--- src/rtl/mode_hs_ctrl.sv ---
module mode_hs_ctrl (
  input  logic clk,
  input  logic rst_n,
  input  logic mod_en,
  input  logic slp_req,
  input  logic init_req,
  input  logic bus_idle,
  input  logic bus_act,
  input  logic wake_en,
  input  logic wake_ie,
  input  logic wake_clr,
  output logic slp_ack,
  output logic init_ack,
  output logic cfg_wr_ok,
  output logic wake_irq
);

  logic wake_flag;
  logic wake_set;
  logic wake_hold;

  assign wake_set  = slp_req & slp_ack & wake_en & bus_act;
  assign wake_hold = wake_flag & wake_en;

  always_ff @(posedge clk or negedge rst_n) begin
    if (!rst_n) begin
      init_ack  <= 1'b1;
      slp_ack   <= 1'b0;
      wake_flag <= 1'b0;
    end else if (!mod_en) begin
      init_ack  <= 1'b1;
      slp_ack   <= 1'b0;
      wake_flag <= 1'b0;
    end else begin
      init_ack <= init_req;

      if (!slp_req || wake_hold)
        slp_ack <= 1'b0;
      else if (bus_idle)
        slp_ack <= 1'b1;

      if (wake_set)
        wake_flag <= 1'b1;
      else if (wake_clr)
        wake_flag <= 1'b0;
    end
  end

  assign cfg_wr_ok = mod_en & init_req & init_ack;
  assign wake_irq  = wake_flag & wake_en & wake_ie;

endmodule

--- config.mk ---
export PLATFORM = sky130hd
export DESIGN_NAME = mode_hs_ctrl
export DESIGN_NICKNAME = d
export VERILOG_FILES = /design/src/rtl/mode_hs_ctrl.sv
export SDC_FILE = /design/constraint.sdc
export NUM_CORES = 1
export LEC_CHECK = 0
export ABC_AREA = 0
export BUFFER_PORTS_ARGS = -buffer_cell sky130_fd_sc_hd__buf_4
export CELL_PAD_IN_SITES_DETAIL_PLACEMENT = 0
export CELL_PAD_IN_SITES_GLOBAL_PLACEMENT = 1
export CORE_AREA = 2 2 39 41
export DETAILED_ROUTE_END_ITERATION = 6
export DIE_AREA = 0 0 41 43
export GPL_ROUTABILITY_DRIVEN = 0
export PLACE_DENSITY = 0.5
export SLEW_MARGIN = 10
export SYNTH_ARGS = -nofsm -noshare
export SYNTH_HDL_FRONTEND = slang
export SYNTH_SLANG_ARGS = --single-unit
export TNS_END_PERCENT = 5
--- constraint.sdc ---
create_clock -name clk -period 2 [get_ports clk]
set_input_delay 0 -clock clk [delete_from_list [all_inputs] [get_ports clk]]
set_output_delay 0 -clock clk [all_outputs]
set_load 0.005 [all_outputs]
==> flow_summary.toml, run 1 <==
[drt]
antenna_left = 0
drt-wirelength-per-cell_um = 9.48
avgViaCountPerCell = 3.44
drcViolationCount = 0
drt_iter0_drc = 1
vias = 165
drt-total-wl_um = 455
drt_pass1_iterations = 2

[synth]
synthCells = 11
synthArstFlopShare_pct = 100
synth_nets = 21
syn_area_per_cell_um2 = 11.7
yosysTopAreaCell = "dfrtp_1"
ys.flop_type = "dfrtp_1"
synth-seq-cells = 3
synth_area_leaders = "dfrtp_1, dfstp_2, nand2b_1"
synth_warnings = 0
seq_area_frac_synth_pct = 59.2
synth_area_um2 = 129
synth_edf_count = 0
yosys-top-cells-count = "dfrtp_1, nand2b_1"
synthDistinctLibCells = 9
synth_top_area_share_pct = 38.8

[finish]
drive_gt1_share_pct = 56.3
num-nets-final = 43
synthToLayoutAreaGrowth_pct = 143
final_util_pct = 22.6
diodes = 0
instances_no_fill = 48

[sta]
fin_crit_sh_pct = 55.2
max_freq_mhz = 906
maxSlewViolCount = 0
grt_setup_unrepaired = "false"
hold_viol_final = 0
tightest_slew_ns = 0.144
fin_crit_ns = 1.10
setup_tns_ns = 0
fin_skew_ns = 0.000000250
setup_ws_ns = 0.896
setup_viol = 0
relSlewSlack_pct = 90.3

[clock_tree]
path_clk_slew_ns = 0.04
cts_resized = 0
clock-sinks = 3
root_buffer = "clkbuf_4"
numCtsBuffers = 3
clk_latency_ns = 0.23
cts_buffer_depth = 2
cts-htree-levels = 1
cts_tree = "built"

[setup_path]
ff2ff_setup_slack_ns = 1.29
startpoint_type = "primary input"
path_class = "primary input to register"
crit_fanout = 4
crit_arrival_ns = 1.28
critical_path_required_ns = 2.17
reg2regPathDepth = 2
timing.critical_path.from = "mod_en"
timing.rr.start = "slp_ack"
cp-end-kind = "register"

[die]
core.rowCount = 14
io_pins = 14
core_um2 = 1380
start_util_pct = 9.31
fp.dieArea_um2 = 1760
fp.dieH_um = 43
die_w_um = 41

[global_routing]
grtUsageTotal_pct = 6.34
grt-ovfl-total = 0
antenna_found_initial = 0
grt_pass1_vias = 165
grt_pass1_wl_um = 655
grt_max_degree = 5

[power_and_ir_drop]
powerDensity_nw_per_um2 = 647
p_leak_nw = 0.152
intPower_mw = 0.161
ir_drop_v = 0.000103
comb_power_share_pct = 15.3
p_seq_share_pct = 32.2
sw_frac_of_total_pct = 20.4
p_switching_mw = 0.0412
total_power_mw = 0.202
clock_power_share_pct = 52.5

[place]
preCtsSetupSlack_ns = 1.22
port_buffers = 13
place_inst = 40

[flow_run]
maxCapViolCount = 0

[run_status]
outcome = "finished clean"

[hold_path]
holdPathStages = 3
min_from = "wake_clr"
hp-class = "primary input to register"
sequential cells by signal (all words and copies together), names as in the netlist:
register and cells:
wake_flag 1, slp_ack 1, init_ack 1
power groups by stage:
stage,Combinational [mW],Clock (mW),Sequential [mW]
after floorplan,0.00379,0,0.0661
after global placement,0.0250,0,0.0659
after detailed placement,0.0252,0,0.0660
after CTS,0.0313,0.112,0.0653
after global routing,0.0339,0.117,0.0657
final,0.0309,0.106,0.0652
routing by layer:
layer / share of wire, % / global-route usage (%) / vias to the layer above
met3: 21 / 6.81 / 0
met4: 0 / 8.00 / 0
met5: 0 / 0 / -
li1: - / - / 82
met2: 36 / 5.31 / 14
met1: 43 / 6.82 / 69
logic make-up (layout without fill, tap and decap cells):
family                 Yosys count  after routing  synth area share [%]
and+or+nand+nor                  5              5                  25.2
AOI/OAI and AO/OA                3              3                  15.5
DFF                              3              3                  59.2
buffers and inverters            0             21                     0
layout by cell type (no fill, tap or decap), types with 2 or more instances in the layout:
master         instances
dlygate4sd3_1          4
clkbuf_4               3
dfrtp_1                2
nand2b_1               2
buf_4                 13
final timing paths:
kind / to
worst min register to register: slp_ack
worst max register to register: slp_ack
min in group asynchronous: slp_ack
worst max-delay path: init_ack
max in group asynchronous: init_ack
worst min-delay path: wake_flag
stage by stage:
step                      instance area [um2]  hold WS, ns
final                                     313       0.0234
after global routing                      313       0.0345
after CTS                                 313       0.0155
after detailed placement                  246       -0.210
after global placement                    246       -0.210
after floorplan                           129       -0.296
critical path: stages:
cell and delay, ns:
dlygate4sd3_1 0.53, buf_4 0.14, nand2b_1 0.06, dlygate4sd3_1 0.54
final cells by class:
cell class / instances / area, um2
well taps: 16 / 20.0
repair buffers: 17 / 138
flip-flops and latches: 3 / 76.3
clock buffers: 4 / 26.3
fillers: 155 / 1070
multi-input cells: 8 / 52.6
timing repair:
| item | CTS | global route |
|---|---|---|
| buffers inserted | 0 | 0 |
| hold buffers | 4 | 0 |
| endpoints found under the hold margin | 5 | 0 |
(Power assumes the default switching activity.)
==> inputs of run 2 (changes only) <==
- PLACE_DENSITY: 0.5 -> 0.52
- clock period: 2 -> 1 ns (I/O delays scaled with it)
==> flow_summary.toml, run 2 (same netlist as run 1, synthesis figures left out) <==
[clock_tree]
numCtsBuffers = 3
postCtsSetupBuffers = 0
cts-htree-levels = 1
clock-sinks = 3
path_clk_slew_ns = 0.04
cts_tree = "built"
cts_buffer_depth = 2
clk_latency_ns = 0.23
root_buffer = "clkbuf_4"

[sta]
maxSlewViolCount = 0
max_freq_mhz = 997
setup_viol = 1
fin_crit_sh_pct = 100
fin_crit_ns = 1.00
relSlewSlack_pct = 89.6
hold_viol_final = 0
grt_setup_unrepaired = "true"
tightest_slew_ns = 0.155
setup_tns_ns = -0.00311
fin_skew_ns = 0.00000247
setup_ws_ns = -0.00311

[setup_path]
startpoint_type = "register"
crit_fanout = 2
path_class = "register to output port"
ff2ff_setup_slack_ns = 0.27
crit_arrival_ns = 1.00
timing.critical_path.from = "init_ack"
timing.rr.start = "slp_ack"
critical_path_required_ns = 1.00
cp-end-kind = "output port"

[drt]
vias = 168
avgViaCountPerCell = 3.50
drt_iter0_drc = 3
drt_pass1_iterations = 2
antenna_left = 0
drt-wirelength-per-cell_um = 9.50
drt-total-wl_um = 456
drcViolationCount = 0

[place]
post_dp_cell_area_um2 = 246
port_buffers = 13
preCtsSetupSlack_ns = 0.233

[global_routing]
grt_pass1_vias = 166
grt_pass1_wl_um = 676
grt-ovfl-total = 0
grtUsageTotal_pct = 6.65
grt_max_degree = 5
antenna_found_initial = 0

[die]
io_pins = 14
die_w_um = 41
core_um2 = 1380
fp.dieH_um = 43
start_util_pct = 9.31
core.rowCount = 14
fp.dieArea_um2 = 1760

[finish]
final_util_pct = 23.1
num-nets-final = 43
multi_input_area_um2 = 56.3
synthToLayoutAreaGrowth_pct = 149
num-fill-cells = 165
seq_area_um2 = 76.3
final_cell_area_um2 = 320
diodes = 0
top_regs = "init_ack: 1 flops, slp_ack: 1 flops, wake_flag: 1 flops"
drive_gt1_share_pct = 56.3
final_common_cell = "buf_4"
layout_common_cells = "buf_4, dlygate4sd3_1, clkbuf_4"

[flow_run]
maxCapViolCount = 0

[power_and_ir_drop]
ir_drop_v = 0.000212
powerDensity_nw_per_um2 = 1280
p_leak_nw = 0.154

[hold_path]
hp-class = "primary input to register"
min_from = "wake_clr"

[run_status]
outcome = "complete, but fails checks"
violations = "setup timing"
run 2: path summary, 6_finish.rpt:
kind	end	cells after the start
max	cfg_wr_ok	2
min	wake_flag	3
max reg2reg	slp_ack	2
min reg2reg	slp_ack	1
max in group asynchronous	init_ack	2
min in group asynchronous	slp_ack	2
run 2: area by class of cell:
| cell class | instances | area share (%) |
|---|---|---|
| repair buffers | 17 | 44.1 |
| flip-flops and latches | 3 | 23.8 |
| multi-input cells | 8 | 17.6 |
| clock buffers | 4 | 8.20 |
| well taps | 16 | 6.25 |
run 2: timing repair:
action                                  CTS  global route
hold buffers                              4             0
gates resized for setup                   2             0
hold endpoints to repair                  5             0
endpoints found under the setup margin    1             1
pin swaps                                 1             0
gates cloned                              0             0
run 2: per-stage QoR:
stage               hold WS (ns)  cells  power [mW]
finish                    0.0150     48       0.409
global route              0.0196     48       0.437
CTS                       0.0118     48       0.421
detailed placement        -0.209     40       0.182
global placement          -0.210     40       0.182
floorplan                 -0.296     11       0.140
run 2: report_power, final:
| part | switching, mW | internal, mW |
|---|---|---|
| sequential | 0.00288 | 0.128 |
| combinational | 0.0180 | 0.0473 |
| clock | 0.0636 | 0.150 |
run 2: worst max-delay path, stage by stage, from the launching register on:
cell,delay (ns)
dfstp_2,0.52
and3_4,0.17
buf_6,0.09
run 2: routing by layer:
metal / track usage, % / up-vias / part of all wire (%)
met5: 0 / - / 0
met4: 8.00 / 0 / 0
met3: 6.28 / 0 / 20
met2: 6.25 / 14 / 37
met1: 7.14 / 72 / 43
li1: - / 82 / -
